## src/rtl/synctl_pkg.sv

```systemverilog
package synctl_pkg;
  localparam int DIV_W  = 17;
  localparam int REF_W  = 3;
  localparam int CP_W   = 2;
  localparam int TM_W   = 2;
  localparam int PORT_N = 4;
  localparam int PIN_N  = 3;
  localparam int ADC_W  = 3;
  localparam logic [4:0] ADDR_FIXED = 5'b11000;

  typedef enum logic [2:0] {
    S_IDLE, S_ADDR, S_AACK, S_WDAT, S_WACK, S_RDAT, S_RACK
  } link_st_t;

  typedef struct packed {
    logic [DIV_W-1:0]  div;
    logic [REF_W-1:0]  refc;
    logic [CP_W-1:0]   cp;
    logic              presc;
    logic              xo;
    logic [TM_W-1:0]   tm;
    logic [PORT_N-1:0] port;
  } cfg_t;
endpackage

```

## src/rtl/synctl_filt.sv

```systemverilog
module synctl_filt #(
  parameter int SYNC_N = 2,
  parameter int FILT_N = 3
) (
  input  logic clk,
  input  logic rst,
  input  logic raw,
  output logic filt,
  output logic rise,
  output logic fall
);
  logic [SYNC_N-1:0] sync;
  logic [FILT_N-1:0] hist;

  always_ff @(posedge clk) begin
    if (rst) begin
      sync <= '1;
      hist <= '1;
      filt <= 1'b1;
      rise <= 1'b0;
      fall <= 1'b0;
    end else begin
      sync <= {sync[SYNC_N-2:0], raw};
      hist <= {hist[FILT_N-2:0], sync[SYNC_N-1]};
      rise <= 1'b0;
      fall <= 1'b0;
      if (hist == '1 && !filt) begin
        filt <= 1'b1;
        rise <= 1'b1;
      end else if (hist == '0 && filt) begin
        filt <= 1'b0;
        fall <= 1'b1;
      end
    end
  end

  // the filtered level moves only to a value the oldest and newest history agreed on
  a_r11_filter_agree: assert property (@(posedge clk) disable iff (rst)
    !$stable(filt) |-> ($past(hist[0]) == filt && $past(hist[FILT_N-1]) == filt));
endmodule

```

## src/rtl/synctl_link.sv

```systemverilog
module synctl_link
  import synctl_pkg::*;
(
  input  logic       clk,
  input  logic       rst,
  input  logic       scl_f,
  input  logic       scl_rise,
  input  logic       scl_fall,
  input  logic       sda_f,
  input  logic       sda_rise,
  input  logic       sda_fall,
  input  logic [1:0] addr_sel,
  input  logic [7:0] status_byte,
  output logic       sda_oe,
  output logic       start_p,
  output logic       stop_p,
  output logic       wr_begin,
  output logic       wr_vld,
  output logic [7:0] wr_byte,
  output logic       rd_done
);
  link_st_t   st;
  logic [7:0] sh;
  logic [3:0] cnt;
  logic       rw;
  logic       ack_m;

  assign start_p = sda_fall && scl_f;
  assign stop_p  = sda_rise && scl_f;

  always_ff @(posedge clk) begin
    if (rst) begin
      st       <= S_IDLE;
      sh       <= '0;
      cnt      <= '0;
      rw       <= 1'b0;
      ack_m    <= 1'b0;
      sda_oe   <= 1'b0;
      wr_begin <= 1'b0;
      wr_vld   <= 1'b0;
      wr_byte  <= '0;
      rd_done  <= 1'b0;
    end else begin
      wr_begin <= 1'b0;
      wr_vld   <= 1'b0;
      rd_done  <= 1'b0;
      if (start_p) begin
        st     <= S_ADDR;
        cnt    <= '0;
        sda_oe <= 1'b0;
      end else if (stop_p) begin
        st     <= S_IDLE;
        sda_oe <= 1'b0;
      end else begin
        case (st)
          S_ADDR, S_WDAT: begin
            if (scl_rise) begin
              sh  <= {sh[6:0], sda_f};
              cnt <= cnt + 4'd1;
            end else if (scl_fall && cnt == 4'd8) begin
              if (st == S_WDAT) begin
                wr_vld  <= 1'b1;
                wr_byte <= sh;
                sda_oe  <= 1'b1;
                st      <= S_WACK;
              end else if (sh[7:1] == {ADDR_FIXED, addr_sel}) begin
                rw       <= sh[0];
                wr_begin <= !sh[0];
                sda_oe   <= 1'b1;
                st       <= S_AACK;
              end else begin
                st <= S_IDLE;
              end
            end
          end
          S_AACK: if (scl_fall) begin
            cnt <= '0;
            if (rw) begin
              st     <= S_RDAT;
              sh     <= status_byte;
              sda_oe <= !status_byte[7];
            end else begin
              st     <= S_WDAT;
              sda_oe <= 1'b0;
            end
          end
          S_WACK: if (scl_fall) begin
            st     <= S_WDAT;
            cnt    <= '0;
            sda_oe <= 1'b0;
          end
          S_RDAT: begin
            if (scl_rise) begin
              cnt <= cnt + 4'd1;
            end else if (scl_fall) begin
              if (cnt == 4'd8) begin
                sda_oe <= 1'b0;
                st     <= S_RACK;
              end else begin
                sh     <= {sh[6:0], 1'b0};
                sda_oe <= !sh[6];
              end
            end
          end
          S_RACK: begin
            if (scl_rise) begin
              rd_done <= 1'b1;
              ack_m   <= !sda_f;
            end else if (scl_fall) begin
              if (ack_m) begin
                st     <= S_RDAT;
                cnt    <= '0;
                sh     <= status_byte;
                sda_oe <= !status_byte[7];
              end else begin
                st <= S_IDLE;
              end
            end
          end
          default: st <= S_IDLE;
        endcase
      end
    end
  end

  // SDA drive changes only after an SCL fall or a bus condition
  a_r2_oe_on_fall: assert property (@(posedge clk) disable iff (rst)
    !$stable(sda_oe) |-> $past(scl_fall || start_p || stop_p));
  // an idle slave never holds SDA
  a_r1_idle_release: assert property (@(posedge clk) disable iff (rst)
    (st == S_IDLE) |-> !sda_oe);
endmodule

```

## src/rtl/synctl_slave.sv

```systemverilog
module synctl_slave
  import synctl_pkg::*;
#(
  parameter int SYNC_N = 2,
  parameter int FILT_N = 3
) (
  input  logic              clk,
  input  logic              rst,
  input  logic              scl_i,
  input  logic              sda_i,
  output logic              sda_oe,
  input  logic [1:0]        addr_sel,
  input  logic [PIN_N-1:0]  port_in,
  input  logic [ADC_W-1:0]  adc_code,
  input  logic              lock_in,
  output logic [DIV_W-1:0]  div_ratio,
  output logic [REF_W-1:0]  ref_code,
  output logic [CP_W-1:0]   cp_code,
  output logic              presc_en,
  output logic              xo_sel,
  output logic [TM_W-1:0]   test_mode,
  output logic [PORT_N-1:0] port_out
);
  localparam int NLINES = 2;

  logic [NLINES-1:0] raw, lvl, up, dn;
  logic start_p, stop_p, wr_begin, wr_vld, rd_done;
  logic [7:0] wr_byte, status_q;
  logic por_q, want_low, want_b, dirty;
  cfg_t act_q, shd_q;

  assign raw = {sda_i, scl_i};

  for (genvar g = 0; g < NLINES; g++) begin : g_line
    synctl_filt #(.SYNC_N(SYNC_N), .FILT_N(FILT_N)) u_filt (
      .clk(clk), .rst(rst), .raw(raw[g]),
      .filt(lvl[g]), .rise(up[g]), .fall(dn[g]));
  end

  synctl_link u_link (
    .clk(clk), .rst(rst),
    .scl_f(lvl[0]), .scl_rise(up[0]), .scl_fall(dn[0]),
    .sda_f(lvl[1]), .sda_rise(up[1]), .sda_fall(dn[1]),
    .addr_sel(addr_sel), .status_byte(status_q),
    .sda_oe(sda_oe), .start_p(start_p), .stop_p(stop_p),
    .wr_begin(wr_begin), .wr_vld(wr_vld), .wr_byte(wr_byte),
    .rd_done(rd_done));

  always_ff @(posedge clk) begin
    if (rst) begin
      status_q <= '0;
      por_q    <= 1'b1;
    end else begin
      status_q <= {por_q, lock_in, port_in, adc_code};
      if (rd_done) por_q <= 1'b0;
    end
  end

  always_ff @(posedge clk) begin
    if (rst) begin
      act_q    <= '0;
      shd_q    <= '0;
      want_low <= 1'b0;
      want_b   <= 1'b0;
      dirty    <= 1'b0;
    end else begin
      if (wr_begin) begin
        want_low <= 1'b0;
        want_b   <= 1'b0;
        if (!dirty) shd_q <= act_q;
      end else if (wr_vld) begin
        dirty <= 1'b1;
        if (want_low) begin
          shd_q.div[7:0] <= wr_byte;
          want_low       <= 1'b0;
        end else if (want_b) begin
          {shd_q.presc, shd_q.xo, shd_q.tm, shd_q.port} <= wr_byte;
          want_b <= 1'b0;
        end else if (!wr_byte[7]) begin
          shd_q.div[14:8] <= wr_byte[6:0];
          want_low        <= 1'b1;
        end else begin
          {shd_q.div[16], shd_q.div[15], shd_q.cp, shd_q.refc} <= wr_byte[6:0];
          want_b <= 1'b1;
        end
      end
      if (stop_p && dirty) begin
        act_q <= shd_q;
        dirty <= 1'b0;
      end
    end
  end

  assign div_ratio = act_q.div;
  assign ref_code  = act_q.refc;
  assign cp_code   = act_q.cp;
  assign presc_en  = act_q.presc;
  assign xo_sel    = act_q.xo;
  assign test_mode = act_q.tm;
  assign port_out  = act_q.port;

  // configuration moves only on the cycle after a STOP
  a_r6_commit_at_stop: assert property (@(posedge clk) disable iff (rst)
    !$stable(act_q) |-> $past(stop_p));
  // the power-on flag drops only after a status byte was acknowledged or refused
  a_r8_por_clear: assert property (@(posedge clk) disable iff (rst)
    $fell(por_q) |-> $past(rd_done));
endmodule

```

## config.mk

```make
export PLATFORM = sky130hd
export DESIGN_NAME = synctl_slave
export DESIGN_NICKNAME = d
export VERILOG_FILES = /design/src/rtl/synctl_pkg.sv /design/src/rtl/synctl_filt.sv /design/src/rtl/synctl_link.sv /design/src/rtl/synctl_slave.sv
export SDC_FILE = /design/constraint.sdc
export NUM_CORES = 1
export LEC_CHECK = 0
export BUFFER_PORTS_ARGS = -buffer_cell sky130_fd_sc_hd__clkbuf_2
export CORE_MARGIN = 8
export CORE_UTILIZATION = 25
export DETAILED_ROUTE_END_ITERATION = 10
export HOLD_SLACK_MARGIN = 0.08
export SLEW_MARGIN = 15
export SYNTH_ARGS = -nofsm -noshare
export SYNTH_HDL_FRONTEND = slang
export SYNTH_HIERARCHICAL = 1
export SYNTH_SLANG_ARGS = --single-unit
export TNS_END_PERCENT = 10
```

## constraint.sdc

```tcl
create_clock -name clk -period 2.11 [get_ports clk]
set_input_delay 0.1055 -clock clk [delete_from_list [all_inputs] [get_ports clk]]
set_output_delay 0.1055 -clock clk [all_outputs]
set_load 0.01 [all_outputs]
```

==> flow_summary.json, run 1 <==
{
  "status": "completed",
  "grt_max_degree": 44,
  "whs_path_depth": 5,
  "finalMaxSlewViolations": 0,
  "reg2reg_depth": 8,
  "placed_cell_area_sq_um": 5530,
  "drive_gt1_share_pct": 23.2,
  "drt_first_pass_iters": 4,
  "synthXorXnorAreaFrac_pct": 0.526,
  "initial_core_util_pct": 25.6,
  "critPathMaxFanout": 8,
  "area_growth_pct": 27.1,
  "ant_nets": 0,
  "vdd_ir_drop_max_v": 0.000568,
  "cts.sinks": 117,
  "track_usage_pct": 10.3,
  "final_hold_viol_count": 0,
  "worstSetupPathType": "reg2reg",
  "yosysUniqueCellTypes": 57,
  "ys_seq_elements": 117,
  "hp-class": "in2reg",
  "start_kind": "flop",
  "yosys.area.top_type_share_pct": 46.9,
  "worstSetupEndpointType": "flop",
  "cp.arrival_ns": 2.40,
  "post_drt_wl_per_cell_um": 14.0,
  "dp_hpwl_mm": 8.17,
  "synth_ff_type": "dfxtp_1",
  "synth_nets": 569,
  "setup-tns-final_ns": 0,
  "syn_area_sq_um": 5000,
  "yosysTopAreaCell": "dfxtp_1",
  "tritoncts": "yes",
  "final_nets": 630,
  "synth_top_cells_by_count": "117 x dfxtp_1, 85 x nand2_1, 66 x a21oi_1, 29 x nor3_1, 28 x nor2_1",
  "antenna_found_initial": 0,
  "vias": 4147,
  "ios": 44,
  "synth_top_family_by_area": "simple AND/OR/NAND/NOR gates",
  "fin_crit_ns": 2.08,
  "r2r_end": "u_link/sh[1]",
  "die_w_um": 157,
  "synthMuxAreaShare_pct": 2.20,
  "grt_overflow": 0,
  "seq_area_sq_um": 2340,
  "min_to": "u_link/wr_begin",
  "swShare_pct": 25.2,
  "cts_buffers": 17,
  "worstHoldStart": "addr_sel[1]",
  "die_h_um": 157,
  "finalClockSkew_ns": 0.00794,
  "p_comb_share_pct": 9.9,
  "clkLatencyLatePin_ns": 0.41,
  "num_rows": 51,
  "synth_edf_count": 0,
  "fin_crit_sh_pct": 98.5,
  "reg2reg_from": "u_link/cnt[1]",
  "synthAdderAreaFrac_pct": 0.501,
  "avgSynthCellArea_sq_um": 9.02,
  "clockRootBuffer": "clkbuf_16",
  "p_int_mw": 4.44,
  "n_antenna_cell": 0,
  "switchingPower_mw": 1.50,
  "synth_compound_area_share_pct": 22.5,
  "cp.required_ns": 2.43,
  "setup_violations": 0,
  "drc": 0,
  "leakagePower_nw": 2.31,
  "io_buffers": 43,
  "grt_pass1_vias": 3957,
  "cellPowerDensity_nw_per_um2": 934,
  "gp_congestion": 0.790,
  "synth_cells": 554,
  "synth_most_common_cell": "dfxtp_1",
  "rsz0062_at_grt": "true",
  "p_clk_share_pct": 50.3,
  "design_area_sq_um": 6350,
  "worstMarginPinSlew_ns": 0.671,
  "maxCapViolations": 0,
  "die_area_sq_um": 24800,
  "fill_cells": 2069,
  "ys_seq_area_share_pct": 46.9,
  "htree_num_levels": 4,
  "synthTopCellsByArea": "dfxtp_1 47%, a21oi_1 6.6%, nand2_1 6.4%",
  "yosys_warnings": 6,
  "pwr-share-seq_pct": 39.8,
  "viasPerCell": 4.64,
  "drt_wl_total_mm": 12.5,
  "synth_simple_gate_area_share_pct": 22.5,
  "async_reset_ff_share_pct": 0,
  "maxSlewHeadroom_pct": 55.2,
  "coreArea_sq_um": 19500,
  "cts_buffer_depth": 2,
  "clk_pin_slew_ns": 0.06,
  "multi_input_comb_area_sq_um": 2450,
  "grt_pass1_wl_mm": 20.4,
  "drt-initial-drc-count": 289,
  "r2r_slack_ns": 0.03,
  "clock.fmax_mhz": 481
}
how the worst max path moves through the flow:
stage	from	end	cells after the start
after floorplan	u_link/cnt[0]	u_link/sh[6]	8
after global placement	u_link/cnt[0]	u_link/sh[4]	8
after detailed placement	u_link/cnt[0]	u_link/sh[1]	8
after CTS	u_link/cnt[0]	u_link/sh[7]	8
after global routing	u_link/cnt[1]	u_link/sh[1]	8
final	u_link/cnt[1]	u_link/sh[1]	8
worst max-delay path, stage by stage, from the launching register on:
cell	delay (ns)
dfxtp_2	0.35
inv_1	0.07
ha_4	0.15
and3b_2	0.22
o311a_1	0.38
a2111oi_4	0.35
clkbuf_16	0.23
nor2_1	0.04
a311oi_1	0.18
repair_timing:
action,in CTS,in global routing
buffers inserted,0,2
gates resized for setup,0,14
setup endpoints to repair,0,2
hold endpoints to repair,14,0
hold buffers,12,0
cell usage in the layout, fill, tap and decap left out, types with 12 or more instances in the layout:
| master | count |
|---|---|
| a211oi_2 | 19 |
| nor2_1 | 25 |
| dfxtp_1 | 115 |
| clkbuf_2 | 42 |
| dlygate4sd3_1 | 12 |
| nand2_1 | 85 |
| nor3_1 | 29 |
| nor2b_1 | 23 |
| a21oi_1 | 66 |
| clkbuf_16 | 19 |
| buf_4 | 26 |
| a211oi_1 | 25 |
per-stage QoR:
step | hold slack (ns) | setup WS [ns] | power (mW) | util, % | instances
after global placement | 0.292 | 0.193 | 2.95 | 28.3 | 846
after global routing | 0.249 | -0.0364 | 6.18 | 32.5 | 893
after floorplan | 0.197 | 0.170 | 2.81 | - | 554
final | 0.174 | 0.0309 | 5.94 | 32.5 | 893
after CTS | 0.173 | 0.133 | 5.96 | 32.1 | 890
after detailed placement | 0.294 | 0.143 | 2.95 | 28.3 | 846
area by class of cell:
class                   instances  share of cell area, %
clock buffers                  19                   6.97
clock inverters                13                   2.72
inverters                      10                  0.591
multi-input cells             387                   38.5
flip-flops and latches        117                   36.9
well taps                     265                   5.22
repair buffers                 82                   9.06
registers in the layout, indices dropped and copies added (netlist names), 3 cells and up:
name                cells
u_link/wr_byte          8
status_q                8
div_ratio              17
u_link/sh               8
shd_q                  30
g_line.u_filt/hist      6
u_link/st               3
port_out                4
u_link/cnt              4
g_line.u_filt/sync      4
ref_code                3
power by group through the flow:
stage	clock network (mW)	registers [mW]	logic (mW)
CTS	3.04	2.36	0.558
finish	2.98	2.36	0.586
floorplan	0	2.36	0.449
global placement	0	2.41	0.542
detailed placement	0	2.41	0.541
global route	3.15	2.37	0.649
per-layer routing:
layer / wire length, um / up-vias / track usage (%)
li1: - / 2094 / -
met1: 6050 / 1954 / 13.6
met2: 5830 / 91 / 15.8
met3: 489 / 8 / 2.39
met4: 127 / 0 / 4.35
met5: 0 / - / 0
logic make-up (layout without fill, tap and decap cells):
kind of cell | Yosys count | after routing
compound gates | 153 | 153
mux | 11 | 11
xor+xnor | 3 | 3
flops | 117 | 117
buf+inv | 50 | 124
fa+ha+maj | 2 | 2
simple gates | 218 | 218
Power figures use the tool's default switching activity.
==> inputs of run 2 (changes only) <==
--- a/config.mk
+++ b/config.mk
@@ -6,10 +6,13 @@
 export NUM_CORES = 1
 export LEC_CHECK = 0
 export BUFFER_PORTS_ARGS = -buffer_cell sky130_fd_sc_hd__clkbuf_2
+export CELL_PAD_IN_SITES_DETAIL_PLACEMENT = 0
+export CELL_PAD_IN_SITES_GLOBAL_PLACEMENT = 1
 export CORE_MARGIN = 8
 export CORE_UTILIZATION = 25
 export DETAILED_ROUTE_END_ITERATION = 10
 export HOLD_SLACK_MARGIN = 0.08
+export PLACE_DENSITY_LB_ADDON = 0.1
 export SLEW_MARGIN = 15
 export SYNTH_ARGS = -nofsm -noshare
 export SYNTH_HDL_FRONTEND = slang
==> flow_summary.json, run 2 (synthesis gave the netlist of run 1 again) <==
{
  "status": "completed",
  "p_comb_share_pct": 10.5,
  "worstSetupPathType": "reg2reg",
  "drt_first_pass_iters": 4,
  "crit_chain": "inv_1 -> ha_1 -> and3b_1 -> o311a_1 -> a2111oi_4 -> buf_12 -> nor2_1 -> a311oi_1",
  "grtUsageMet3_pct": 3.07,
  "initial_core_util_pct": 25.6,
  "cts_buffers": 17,
  "slowest_delay_ns": 0.38,
  "pwr-share-seq_pct": 41.2,
  "num_rows": 51,
  "fin_crit_sh_pct": 94.1,
  "clock.fmax_mhz": 504,
  "drt-initial-drc-count": 189,
  "vdd_ir_drop_max_v": 0.000453,
  "grt.busiest_layer": "met2",
  "area_growth_pct": 24.6,
  "n_antenna_cell": 0,
  "viasPerCell": 4.69,
  "gp_congestion": 0.743,
  "final_nets": 625,
  "grt_max_degree": 48,
  "multi_input_comb_area_sq_um": 2410,
  "design_area_sq_um": 6230,
  "worstMarginPinSlew_ns": 0.740,
  "seq_area_sq_um": 2340,
  "cts_setup_buffers": 0,
  "worst_slack_ns": 0.125,
  "drc": 0,
  "switchingPower_mw": 1.39,
  "ant_nets": 0,
  "die_w_um": 157,
  "final_cell_mix": "116 x dfxtp_1, 85 x nand2_1, 66 x a21oi_1",
  "tritoncts": "yes",
  "grt_pass1_vias": 4303,
  "finalClockSkew_ns": 0.00681,
  "post_drt_wl_per_cell_um": 15.8,
  "start_kind": "flop",
  "fin_crit_ns": 1.99,
  "clk_pin_slew_ns": 0.05,
  "maxCapViolations": 0,
  "crit_slowest_cell": "dfxtp_1",
  "grt_pass1_wl_mm": 23.2,
  "die_h_um": 157,
  "cp.required_ns": 2.42,
  "p_clk_share_pct": 48.3,
  "met2_usage_pct": 17.7,
  "drt_wl_total_mm": 14.0,
  "final_hold_viol_count": 0,
  "final_common_cell": "dfxtp_1",
  "hp-class": "in2reg",
  "grt_overflow": 0,
  "antenna_found_initial": 0,
  "finalMaxSlewViolations": 0,
  "cp.arrival_ns": 2.29,
  "maxSlewHeadroom_pct": 50.6,
  "worst-path-buf-inv": 2,
  "cts_buffer_depth": 2,
  "vias": 4148,
  "htree_num_levels": 4,
  "globalRouteMet1Util_pct": 16.2,
  "io_buffers": 43,
  "p_int_mw": 4.34,
  "worstSetupEndpointType": "flop",
  "setup_violations": 0,
  "track_usage_pct": 12.0,
  "regMostFlops": "shd_q",
  "coreArea_sq_um": 19500,
  "ios": 44,
  "critical_path.top_delay_family": "compound AO/OA/AOI/OAI gates",
  "die_area_sq_um": 24800,
  "fill_cells": 2058,
  "dp_slack_ns": 0.0971,
  "clkLatencyLatePin_ns": 0.41,
  "cellPowerDensity_nw_per_um2": 920,
  "drive_gt1_share_pct": 20.6,
  "leakagePower_nw": 2.26,
  "clockRootBuffer": "clkbuf_16",
  "placed_cell_area_sq_um": 5570,
  "rsz0062_at_grt": "true",
  "largest_reg_flops": 30,
  "critPathMaxFanout": 16,
  "swShare_pct": 24.3,
  "dp_hpwl_mm": 9.49,
  "cts.sinks": 117
}
run 2: cell count changes in the layout (fill, tap and decap cells not counted), moves of 2 or more:
cell | previous run | this run
a311oi_1 | 4 | 6
a311oi_2 | 3 | 1
buf_12 | 0 | 4
buf_4 | 26 | 21
clkbuf_1 | 1 | 4
clkbuf_16 | 19 | 17
clkbuf_8 | 1 | 3
clkinv_2 | 1 | 3
clkinv_4 | 5 | 0
dlygate4sd3_1 | 12 | 10
inv_6 | 3 | 0
nor2_1 | 25 | 28
nor2_2 | 3 | 1
run 2: through the flow:
| step | setup TNS, ns | hold slack (ns) | utilization (%) | total power, mW | std cells |
|---|---|---|---|---|---|
| after detailed placement | 0 | 0.288 | 28.5 | 2.99 | 846 |
| after global placement | 0 | 0.284 | 28.5 | 2.99 | 846 |
| after floorplan | 0 | 0.197 | - | 2.81 | 554 |
| after CTS | 0 | 0.185 | 31.9 | 5.81 | 885 |
| after global routing | -0.0202 | 0.220 | 31.9 | 6.01 | 885 |
| final | 0 | 0.190 | 31.9 | 5.73 | 885 |
run 2: layout make-up:
cell class | instances | area share, %
inverter | 10 | 0.603
timing repair buffer | 77 | 8.80
clock buffer | 24 | 7.74
tap | 265 | 5.32
clock inverter | 5 | 1.21
multi-input combinational | 387 | 38.7
sequential | 117 | 37.6
run 2: what timing repair did:
item	in CTS	in global routing
hold buffers	10	0
setup endpoints to repair	0	5
endpoints found under the hold margin	18	0
gates resized for setup	0	1
run 2: power by group through the flow:
stage	clock network, mW	registers [mW]	logic, mW
2_1_floorplan	0	2.36	0.449
3_3_place_gp	0	2.40	0.589
3_5_place_dp	0	2.40	0.591
5_1_grt	2.95	2.37	0.685
4_1_cts	2.85	2.36	0.607
6_report	2.76	2.36	0.604
run 2: worst min-delay path, cell delays in order:
cell and delay [ns]:
clkbuf_2 0.09, xnor2_1 0.09, nand2_1 0.08, or4_1 0.14, nor3_1 0.05
run 2: metal layers:
metal	vias up	part of all wire (%)	routed length (um)
met2	84	44	6090
met3	20	4.1	568
li1	2081	-	-
met1	1963	51	7120
met4	0	1.5	216
met5	-	0	0
run 2: path summary, 6_finish.rpt:
check                           start                  endpoint  slack [ns]  cells past startpoint
max                     u_link/cnt[1]              u_link/sh[3]        0.12                      8
min                       addr_sel[1]           u_link/wr_begin        0.19                      5
max reg2reg             u_link/cnt[1]              u_link/sh[3]        0.12                      8
min reg2reg  g_line[0].u_filt/sync[0]  g_line[0].u_filt/sync[1]        0.40                      1
